File: src/rtl/rpg_pkg.sv
package rpg_pkg;
  // Which reset causes are currently holding the device line.
  typedef struct packed {
    logic timed;   // power-on / watchdog frame-counted pulse
    logic pin;     // external pin, including its aligned release
    logic sw;      // software hold
  } rst_src_t;

  function automatic logic any_src(input rst_src_t s);
    return s.timed | s.pin | s.sw;
  endfunction
endpackage

File: src/rtl/rpg_sync.sv
module rpg_sync #(
  parameter int STAGES = 2
) (
  input  logic clk,
  input  logic rst,
  input  logic d,
  output logic q
);
  logic [STAGES-1:0] chain_q;

  generate
    if (STAGES == 1) begin : g_single
      always_ff @(posedge clk) begin
        if (rst) chain_q <= '0;
        else     chain_q <= d;
      end
    end else begin : g_multi
      always_ff @(posedge clk) begin
        if (rst) chain_q <= '0;
        else     chain_q <= {chain_q[STAGES-2:0], d};
      end
    end
  endgenerate

  assign q = chain_q[STAGES-1];
endmodule

File: src/rtl/rpg_pulse_timer.sv
module rpg_pulse_timer #(
  parameter int PULSE_FRAMES = 8
) (
  input  logic clk,
  input  logic rst,
  input  logic start,
  input  logic frame_tick,
  output logic active
);
  localparam int CNT_W = (PULSE_FRAMES > 1) ? $clog2(PULSE_FRAMES) : 1;
  localparam logic [CNT_W-1:0] LAST = CNT_W'(PULSE_FRAMES - 1);

  logic [CNT_W-1:0] cnt_q;
  logic             act_q;

  always_ff @(posedge clk) begin
    if (rst) begin
      act_q <= 1'b0;
      cnt_q <= '0;
    end else if (start) begin
      act_q <= 1'b1;
      cnt_q <= '0;
    end else if (act_q && frame_tick) begin
      if (cnt_q == LAST) begin
        act_q <= 1'b0;
        cnt_q <= '0;
      end else begin
        cnt_q <= cnt_q + 1'b1;
      end
    end
  end

  assign active = act_q;

  assert_start_raises_R2: assert property (@(posedge clk) disable iff (rst)
    start |=> act_q);
  assert_cnt_in_range_R4: assert property (@(posedge clk) disable iff (rst)
    cnt_q <= LAST);
  assert_idle_cnt_zero_R9: assert property (@(posedge clk) disable iff (rst)
    !act_q |-> cnt_q == '0);
  assert_ends_on_last_R2: assert property (@(posedge clk) disable iff (rst)
    (act_q && frame_tick && cnt_q == LAST && !start) |=> !act_q);
  assert_no_tick_no_end_R4: assert property (@(posedge clk) disable iff (rst)
    (act_q && !frame_tick) |=> act_q);
endmodule

File: src/rtl/rpg_pin_follow.sv
module rpg_pin_follow #(
  parameter int SYNC_STAGES = 2
) (
  input  logic clk,
  input  logic rst,
  input  logic pin_raw,
  input  logic bit_tick,
  output logic active
);
  logic pin_sync;
  logic hold_q;

  rpg_sync #(.STAGES(SYNC_STAGES)) u_sync (
    .clk (clk),
    .rst (rst),
    .d   (pin_raw),
    .q   (pin_sync)
  );

  // Held while the synchronised pin is high; released on a bit strobe after.
  always_ff @(posedge clk) begin
    if (rst)            hold_q <= 1'b0;
    else if (pin_sync)  hold_q <= 1'b1;
    else if (bit_tick)  hold_q <= 1'b0;
  end

  // Assertion path is combinational from the pin itself.
  assign active = pin_raw | hold_q;

  assert_release_on_bit_R6: assert property (@(posedge clk) disable iff (rst)
    $fell(hold_q) |-> $past(bit_tick));
  assert_no_release_while_synced_R6: assert property (@(posedge clk) disable iff (rst)
    pin_sync |=> hold_q);
endmodule

File: src/rtl/rst_pulse_gen.sv
module rst_pulse_gen #(
  parameter int PULSE_FRAMES = 8,
  parameter int SYNC_STAGES  = 2
) (
  input  logic clk,
  input  logic sys_rst,
  input  logic frame_tick,
  input  logic bit_tick,
  input  logic por_evt,
  input  logic wdt_uflow,
  input  logic pin_rst,
  input  logic sw_hold,
  output logic dev_rst,
  output logic core_rst
);
  import rpg_pkg::*;

  rst_src_t src;
  logic     timed_act;
  logic     pin_act;

  rpg_pulse_timer #(.PULSE_FRAMES(PULSE_FRAMES)) u_timer (
    .clk        (clk),
    .rst        (sys_rst),
    .start      (por_evt | wdt_uflow),
    .frame_tick (frame_tick),
    .active     (timed_act)
  );

  rpg_pin_follow #(.SYNC_STAGES(SYNC_STAGES)) u_pin (
    .clk      (clk),
    .rst      (sys_rst),
    .pin_raw  (pin_rst),
    .bit_tick (bit_tick),
    .active   (pin_act)
  );

  always_comb begin
    src.timed = timed_act;
    src.pin   = pin_act;
    src.sw    = sw_hold;
  end

  assign dev_rst  = any_src(src);
  assign core_rst = timed_act;

  assert_pin_immediate_R5: assert property (@(posedge clk) disable iff (sys_rst)
    pin_rst |-> dev_rst);
  assert_sw_drives_R8: assert property (@(posedge clk) disable iff (sys_rst)
    sw_hold |-> dev_rst);
  assert_core_implies_dev_R7: assert property (@(posedge clk) disable iff (sys_rst)
    core_rst |-> dev_rst);
  assert_event_core_R3: assert property (@(posedge clk) disable iff (sys_rst)
    (por_evt || wdt_uflow) |=> core_rst);
endmodule

File: config.mk
export PLATFORM = sky130hd
export DESIGN_NAME = rst_pulse_gen
export DESIGN_NICKNAME = d
export VERILOG_FILES = /design/src/rtl/rpg_pkg.sv /design/src/rtl/rpg_sync.sv /design/src/rtl/rpg_pulse_timer.sv /design/src/rtl/rpg_pin_follow.sv /design/src/rtl/rst_pulse_gen.sv
export SDC_FILE = /design/constraint.sdc
export NUM_CORES = 1
export LEC_CHECK = 0
export ABC_AREA = 1
export BUFFER_PORTS_ARGS = -buffer_cell sky130_fd_sc_hd__buf_2
export CELL_PAD_IN_SITES_DETAIL_PLACEMENT = 1
export CELL_PAD_IN_SITES_GLOBAL_PLACEMENT = 1
export CORE_AREA = 2 2 39 41
export CTS_CLUSTER_DIAMETER = 200
export DETAILED_ROUTE_END_ITERATION = 16
export DIE_AREA = 0 0 41 43
export GPL_ROUTABILITY_DRIVEN = 0
export PLACE_DENSITY_LB_ADDON = 0.1
export SYNTH_ARGS = -nofsm -noshare
export SYNTH_HDL_FRONTEND = slang
export SYNTH_SLANG_ARGS = --single-unit
File: constraint.sdc
create_clock -name clk -period 1.35 [get_ports clk]
set_input_delay 0.27 -clock clk [delete_from_list [all_inputs] [get_ports clk]]
set_output_delay 0.27 -clock clk [all_outputs]
set_load 0.02 [all_outputs]
* Yosys cells after proc, flatten, opt, wreduce, memory -nomap -nowiden
Index checks and enable logic that the tools add are counted.
Word-level totals: word-level logic and storage cells 22, register bits 7, input port bits 8, output and inout bits 2
Operators by class: bitwise logic cells 4, muxes and demuxes 6, reductions and logical operators 6, eq/ne operators 1, add/subtract/negate cells 1
Operators by type and width (number):
- nonzero test 2 bit | 3
- two-way mux 1 bit | 5
- OR 1 bit | 4
- adder 3 x 1 -> 3 bit, second input constant | 1
- == test 3 bit, second input constant | 1
- two-way mux 3 bit | 1
- AND reduction 2 bit | 1
- OR reduction 2 bit | 1
- logical AND 1 bit | 1

* Longest topological paths before layout
Gate-level depths: netlist (run 1).
word-level depth 4, gate-level depth with buffers 5, depth with buffers taken out 5

* Hierarchy
From an unflattened synthesis (run 1), not the netlist that was laid out.
Unflattened totals: cell total of the unflattened synthesis 41, area total of the unflattened synthesis 300.3 um^2
By module, submodules not included:
- rpg_pulse_timer | times used 1, cells each 25, sequential area each 80.1 um^2, area each 185.2 um^2
- rpg_sync | times used 1, cells each 6, sequential area each 40.0 um^2, area each 55.1 um^2
- rpg_pin_follow | times used 1, cells each 6, sequential area each 20.0 um^2, area each 42.5 um^2
- rst_pulse_gen | times used 1, cells each 4, sequential area each 0.0 um^2, area each 17.5 um^2

* Least setup slack after synthesis (run 1)
OpenSTA, ideal clock, no wires.
path type flip-flop to flip-flop, start register u_timer.cnt_q[0], end register u_timer.cnt_q[2], cell stages (with the launch flop) 5, arrival time 931 ps, setup slack 350 ps, cells stage by stage dfxtp_1 -> ha_1 -> ha_1 -> nand3_1 -> a21oi_1
Between the ends: word-level cells in the longest chain between the ends 2, elaborated cells between the ends (all ways) 3, those cells by class 1 x add/sub; 1 x eq/ne; 1 x mux
Ends and longest elaborated chain:
- start: declaration | line rpg_pulse_timer.sv:13 | logic [CNT_W-1:0] cnt_q;
- start signal: assignment | line rpg_pulse_timer.sv:28 | cnt_q <= cnt_q + 1'b1;
- adder 3 x 1 -> 3 bit or == test 3 bit (tied branches) | line rpg_pulse_timer.sv:28, rpg_pulse_timer.sv:24
- two-way mux 3 bit (*) | line rpg_pulse_timer.sv:24 | if (cnt_q == LAST) begin
Mark *: on every way between the ends. The rest lies on a longest branch, timed or not. A chain may end at the register's enable or synchronous reset.

* Worst setup path in the final report (run 1)
start register u_timer.act_q (netlist: u_timer.active), end output dev_rst
Between the ends: word-level cells in the longest chain between the ends 2
Ends and longest elaborated chain:
- start: declaration | line rpg_pulse_timer.sv:14 | logic act_q;
- start signal: assignment | line rpg_pulse_timer.sv:18 | act_q <= 1'b0;
- start signal: assignment | line rpg_pulse_timer.sv:21 | act_q <= 1'b1;
- start signal: assignment | line rpg_pulse_timer.sv:25 | act_q <= 1'b0;
- OR 1 bit (2 in series) | line rpg_pkg.sv:10 | return s.timed | s.pin | s.sw;
- end: declaration | line rst_pulse_gen.sv:13 | output logic dev_rst,
No other way between the ends.

==> impl_metrics.env, run 1 <==
export IMPL_cts_buffers=3
export IMPL_final_nets=64
export IMPL_fin_tns_setup_ns=0
export IMPL_cts_resized=0
export IMPL_fmax_mhz=825
export IMPL_worst_clock_skew_ns=0.00260
export IMPL_ir_worst_vdd_uv=585
export IMPL_final_common_cell="buf_2"
export IMPL_cts_sinks=7
export IMPL_coreArea_um2=1380
export IMPL_r2r_setup_slack_ns=0.27
export IMPL_firstDrtPassIters=4
export IMPL_cap_viol_max_count=0
export IMPL_row_count=14
export IMPL_mostFrequentLayoutCells="buf_2 (9), nor2_1 (7), nand2_1 (7), inv_1 (7), dfxtp_1 (7)"
export IMPL_p_sw_share_pct=24.2
export IMPL_pwr_share_comb_pct=9.7
export IMPL_start_util_pct=21.8
export IMPL_finalCritPeriodShare_pct=89.8
export IMPL_vias=287
export IMPL_ys_seq_area_share_pct=46.5
export IMPL_drt_iter0_drc=3
export IMPL_die_h_um=43
export IMPL_power_frac_seq_pct=48.1
export IMPL_num_antenna_cells=0
export IMPL_post_dp_hpwl_um=590
export IMPL_portBuffers=9
export IMPL_grt_usage_pct=11.5
export IMPL_pin_count=10
export IMPL_grt_pass1_wl_um=1240
export IMPL_rsz0062_at_grt="no"
export IMPL_wl_um=721
export IMPL_crit_type="reg2out"
export IMPL_p_per_area_nw_per_um2=1160
export IMPL_grt_pass1_vias=319
export IMPL_drc=0
export IMPL_slew_headroom_pct=87.4
export IMPL_worst_pin_slew_ns=0.188
export IMPL_setup_ws_ns=0.137
export IMPL_min_period_ns=1.21
export IMPL_fp_dieW_um=41
export IMPL_endpoint_kind="primary output"
export IMPL_slew_violations=0
export IMPL_syn_area_um2=302
export IMPL_cts_buffer_depth=2
export IMPL_clk_pin_slew_ns=0.05
export IMPL_hold_violations=0
export IMPL_syn2layout_area_growth_pct=30.3
export IMPL_ant_nets=0
export IMPL_startpoint_type="register"
export IMPL_clk_insertion_delay_late_ns=0.25
export IMPL_finalSetupViolations=0
export IMPL_hold_class="in2reg"
export IMPL_worst_ep_arrival_time_ns=0.94
export IMPL_postCtsSetupBuffers=0
export IMPL_cellLeakagePower_nw=0.197
export IMPL_power_clock_fraction_pct=42.2
export IMPL_crit_required_ns=1.08
export IMPL_status="completed"
export IMPL_drive_gt1_share_pct=26.4
export IMPL_hold_ws_ns=0.241
export IMPL_ctsHoldBuffers=0
export IMPL_syn_inst=40
export IMPL_crit_fanout=5
export IMPL_place_ws_ns=0.262
export IMPL_dieArea_um2=1760
export IMPL_p_switching_mw=0.110
export IMPL_synth_cell_types=9
export IMPL_ctsRootBufferMaster="clkbuf_4"
export IMPL_wire_per_inst_um=10.4
export IMPL_postSynthRegisterBits=7
export IMPL_grt_overflow=0
export IMPL_p_int_mw=0.345
export IMPL_grt_max_degree=6
export IMPL_syn_nets=50
export IMPL_yosys_warnings=0
export IMPL_antenna_found_initial=0
export IMPL_cts_max_level=1
export IMPL_syn_avg_cell_area_um2=7.54
export IMPL_cts_tree="done"
export IMPL_drt_vias_per_instance=4.16
## metal layers
layer	global-route usage (%)	routed length, um
met1	9.42	249
met2	19.1	412
met3	4.71	30
met4	10.0	27
met5	0	0
## layout make-up
class / instances / area (um^2)
multi-input combinational: 26 / 135
tap: 16 / 20.0
sequential: 7 / 140
timing repair buffer: 9 / 45.0
inverter: 7 / 26.3
fill: 186 / 991
clock buffer: 4 / 26.3
## state kept, by name (all words and copies together) (netlist names)
| name | count |
|---|---|
| u_pin.u_sync.chain_q | 2 |
| u_timer.active | 1 |
| u_pin.hold_q | 1 |
| u_timer.cnt_q | 3 |
## synth_stat cells
library cell | number | area [um^2]
nand2_2 | 1 | 6.26
nor2_1 | 7 | 26.3
nand3_1 | 3 | 15.0
dfxtp_1 | 7 | 140
nor2_4 | 1 | 11.3
inv_1 | 7 | 26.3
a21oi_1 | 5 | 25.0
nand2_1 | 7 | 26.3
ha_1 | 2 | 25.0
## power groups by stage
| stage | Clock [mW] | Combinational (mW) | Sequential (mW) |
|---|---|---|---|
| 5_1_grt | 0.218 | 0.0510 | 0.220 |
| 2_1_floorplan | 0 | 0.0202 | 0.225 |
| 4_1_cts | 0.202 | 0.0456 | 0.219 |
| 3_3_place_gp | 0 | 0.0433 | 0.223 |
| 6_report | 0.192 | 0.0441 | 0.219 |
| 3_5_place_dp | 0 | 0.0454 | 0.223 |
## critical path, cell delays in order, from the launching register on
cell and delay (ns):
dfxtp_1 0.41, nor2_1 0.08, nand2_1 0.06, buf_2 0.15
## worst paths after layout
check,endpoint,startpoint,cells past startpoint
setup / recovery,dev_rst,u_timer.active$_SDFFE_PP0P_,3
hold / removal,u_pin.u_sync.chain_q[0]$_SDFF_PP0_,sys_rst,2
setup reg to reg,u_timer.cnt_q[2]$_SDFFE_PP0P_,u_timer.cnt_q[0]$_SDFFE_PP0P_,4
hold reg to reg,u_pin.u_sync.chain_q[1]$_SDFF_PP0_,u_pin.u_sync.chain_q[0]$_SDFF_PP0_,2
## through the flow
| step | instance area (um^2) | cells | power (mW) | util [%] |
|---|---|---|---|---|
| after floorplan | 302 | 40 | 0.245 | - |
| after global placement | 367 | 65 | 0.266 | 26.5 |
| after detailed placement | 367 | 65 | 0.269 | 26.5 |
| after CTS | 393 | 69 | 0.466 | 28.4 |
| after global routing | 393 | 69 | 0.488 | 28.4 |
| final | 393 | 69 | 0.455 | 28.4 |
## logic make-up (layout without fill, tap and decap cells)
logic type / Yosys count / count (layout) / synth area share [%]
adders and majority gates: 2 / 2 / 8.30
and+or+nand+nor: 19 / 19 / 28.2
buffers and inverters: 7 / 20 / 8.72
AOI/OAI and AO/OA: 5 / 5 / 8.30
DFF: 7 / 7 / 46.5
(Power assumes the default switching activity.)
==> run 2, diff against run 1 <==
--- a/config.mk
+++ b/config.mk
@@ -5,7 +5,6 @@
 export SDC_FILE = /design/constraint.sdc
 export NUM_CORES = 1
 export LEC_CHECK = 0
-export ABC_AREA = 1
 export BUFFER_PORTS_ARGS = -buffer_cell sky130_fd_sc_hd__buf_2
 export CELL_PAD_IN_SITES_DETAIL_PLACEMENT = 1
 export CELL_PAD_IN_SITES_GLOBAL_PLACEMENT = 1
==> run 2 against run 1 <==
Compared with the run above:
- the run now ends with setup timing left
- final cell count fell by 16%
- design area rose by 3.5%
- clock skew rose by 0.0043 ns
- first-iteration DRC count fell by 100%
- clock power barely moved
- non-clock buffer count rose by 1
- die area did not move
- critical path depth fell by 1
- via count fell by 8.0%
- clock-buffer cell count did not move
==> impl_metrics.env, run 2 <==
export IMPL_status="complete, but fails checks"
export IMPL_failed_checks="setup timing"
export IMPL_clk_insertion_delay_late_ns=0.26
export IMPL_num_antenna_cells=0
export IMPL_dieArea_um2=1760
export IMPL_coreArea_um2=1380
export IMPL_hold_ws_ns=0.223
export IMPL_fin_tns_setup_ns=-0.134
export IMPL_synth_compound_area_share_pct=22.0
export IMPL_path_cells="or4_4, buf_6"
export IMPL_crit_type="reg2out"
export IMPL_syn2layout_area_growth_pct=37.7
export IMPL_crit_fanout=2
export IMPL_antenna_found_initial=0
export IMPL_slew_violations=0
export IMPL_syn_area_um2=295
export IMPL_critPathTopFamily="simple AND/OR/NAND/NOR gates"
export IMPL_power_clock_fraction_pct=42.2
export IMPL_firstDrtPassIters=1
export IMPL_synth_cell_types=13
export IMPL_wire_per_inst_um=11.6
export IMPL_p_int_mw=0.350
export IMPL_yosys_area_top_type="dfxtp_1"
export IMPL_grt_max_degree=9
export IMPL_worst_clock_skew_ns=0.00687
export IMPL_cap_viol_max_count=0
export IMPL_top_register="u_timer.cnt_q"
export IMPL_hold_violations=0
export IMPL_pin_count=10
export IMPL_dp_cells=54
export IMPL_ctsHoldBuffers=0
export IMPL_ant_nets=0
export IMPL_mostFrequentLayoutCells="buf_2 (8), a21oi_1 (5), dfxtp_1 (5)"
export IMPL_power_frac_seq_pct=47.7
export IMPL_yosysTopAreaCellShare_pct=47.5
export IMPL_final_core_util_pct=29.4
export IMPL_crit_required_ns=1.08
export IMPL_drive_gt1_share_pct=47.6
export IMPL_p_per_area_nw_per_um2=1120
export IMPL_postCtsSetupBuffers=0
export IMPL_synth_xor_area_share_pct=0
export IMPL_final_nets=53
export IMPL_r2r_setup_slack_ns=0.20
export IMPL_fmax_mhz=674
export IMPL_p_total_mw=0.456
export IMPL_portBuffers=9
export IMPL_drc=0
export IMPL_wl_um=671
export IMPL_grt_pass1_wl_um=1240
export IMPL_syn_inst=28
export IMPL_min_period_ns=1.48
export IMPL_p_sw_share_pct=23.1
export IMPL_cts_max_level=1
export IMPL_synth_async_reset_ratio_pct=0
export IMPL_rsz0062_at_grt="yes"
export IMPL_yosys_top_cells_area="dfxtp_1 (47%), a21bo_2 (14%), a21oi_1 (8.5%), ha_1 (8.5%), nor2b_1 (4.2%)"
export IMPL_finalSetupViolations=1
export IMPL_cts_tree="done"
export IMPL_crit_buf_inv=1
export IMPL_ir_worst_vdd_uv=592
export IMPL_cts_buffers=3
export IMPL_synthTopCellsByCount="dfxtp_1 (7), a21oi_1 (5), a21bo_2 (4), ha_1 (2), nor2b_1 (2)"
export IMPL_yosys_warnings=0
export IMPL_cts_sinks=7
export IMPL_instances_no_fill=58
export IMPL_slowest_delay_ns=0.50
export IMPL_grt_usage_pct=11.6
export IMPL_startpoint_type="register"
export IMPL_endpoint_kind="primary output"
export IMPL_row_count=14
export IMPL_reg_top3="u_timer.cnt_q (3), u_pin.u_sync.chain_q (2)"
export IMPL_final_common_cell="buf_2"
export IMPL_cellLeakagePower_nw=0.175
export IMPL_drt_vias_per_instance=4.55
export IMPL_hold_class="in2reg"
export IMPL_vias=264
export IMPL_fp_dieW_um=41
export IMPL_p_switching_mw=0.105
export IMPL_ys_seq_area_share_pct=47.5
export IMPL_synth_most_common_cell="dfxtp_1"
export IMPL_synth_top_family_by_area="compound AO/OA/AOI/OAI gates"
export IMPL_finalCritPeriodShare_pct=110
export IMPL_path_depth=2
export IMPL_syn_avg_cell_area_um2=10.5
export IMPL_slew_headroom_pct=90.9
export IMPL_clk_pin_slew_ns=0.05
export IMPL_die_h_um=43
export IMPL_holdPathStages=2
export IMPL_synthAdderAreaFrac_pct=8.47
export IMPL_postSynthRegisterBits=7
export IMPL_worst_pin_slew_ns=0.137
export IMPL_grt_pass1_vias=284
export IMPL_synth_edf_count=0
export IMPL_cpMaxStageDelayCell="or4_4"
export IMPL_start_util_pct=21.3
export IMPL_cts_buffer_depth=2
export IMPL_drt_iter0_drc=0
export IMPL_setup_ws_ns=-0.134
export IMPL_largest_reg_flops=3
export IMPL_yosys_area_share_simple_pct=20.8
export IMPL_post_synth_mux_area_share_pct=0
export IMPL_synth_ff_type="dfxtp_1"
export IMPL_worst_ep_arrival_time_ns=1.21
export IMPL_syn_nets=38
export IMPL_reg2reg_depth=4
export IMPL_grt_overflow=0
export IMPL_ctsRootBufferMaster="clkbuf_4"
export IMPL_pwr_share_comb_pct=10.1
[run 2: cell count changes after synthesis]
| cell | before | now |
|---|---|---|
| nor2b_1 | 0 | 2 |
| nand3_1 | 3 | 1 |
| or4_1 | 0 | 1 |
| nor2_4 | 1 | 0 |
| nand2_2 | 1 | 0 |
| nor2_1 | 7 | 1 |
| nand2b_1 | 0 | 1 |
| nand4bb_1 | 0 | 1 |
| a21bo_2 | 0 | 4 |
| inv_1 | 7 | 1 |
| or3_1 | 0 | 1 |
| nand2_1 | 7 | 0 |
| nand4b_1 | 0 | 1 |
[run 2: timing repair]
action / in CTS / in global routing
pin swaps: 1 / 0
gates resized for setup: 4 / 1
endpoints found under the setup margin: 1 / 1
[run 2: worst paths after layout]
check | endpoint | start
max | dev_rst | u_pin.hold_q$_SDFFE_PP0P_
min | u_timer.active$_SDFFE_PP0P_ | sys_rst
max reg2reg | u_timer.active$_SDFFE_PP0P_ | u_timer.cnt_q[0]$_SDFFE_PP0P_
min reg2reg | u_pin.hold_q$_SDFFE_PP0P_ | u_pin.u_sync.chain_q[1]$_SDFF_PP0_
[run 2: kinds of logic after synthesis]
group | count (synthesis)
flip-flops | 7
AND/OR/NAND/NOR | 9
AO/OA/AOI/OAI | 9
buffers and inverters | 1
adder cells (fa/ha/maj) | 2
[run 2: cell type report]
cell class	instances	area (um^2)
fill	172	977
multi-input combinational	20	155
sequential	7	143
timing repair buffer	10	58.8
clock buffer	4	26.3
tap	16	20.0
inverter	1	3.75
[run 2: power by group through the flow]
stage,registers (mW),logic (mW),clock network (mW)
floorplan,0.225,0.0140,0
global placement,0.220,0.0413,0
global route,0.218,0.0511,0.222
finish,0.217,0.0461,0.192
detailed placement,0.221,0.0434,0
CTS,0.217,0.0471,0.205
[run 2: per-layer routing]
layer  share of wire (%)  track usage [%]  vias up  routed length [um]
met4                 3.6             8.00        0                  24
met5                   0                0        -                   0
met3                 9.4             9.42        5                  63
li1                    -                -      129                   -
met1                  35             10.4      120                 237
met2                  52             16.6       10                 346
[run 2: metrics by stage]
stage	setup slack (ns)	instance area [um^2]
floorplan	0.00728	295
global placement	0.0880	368
detailed placement	0.0745	368
CTS	-0.144	405
global route	-0.173	407
finish	-0.134	407
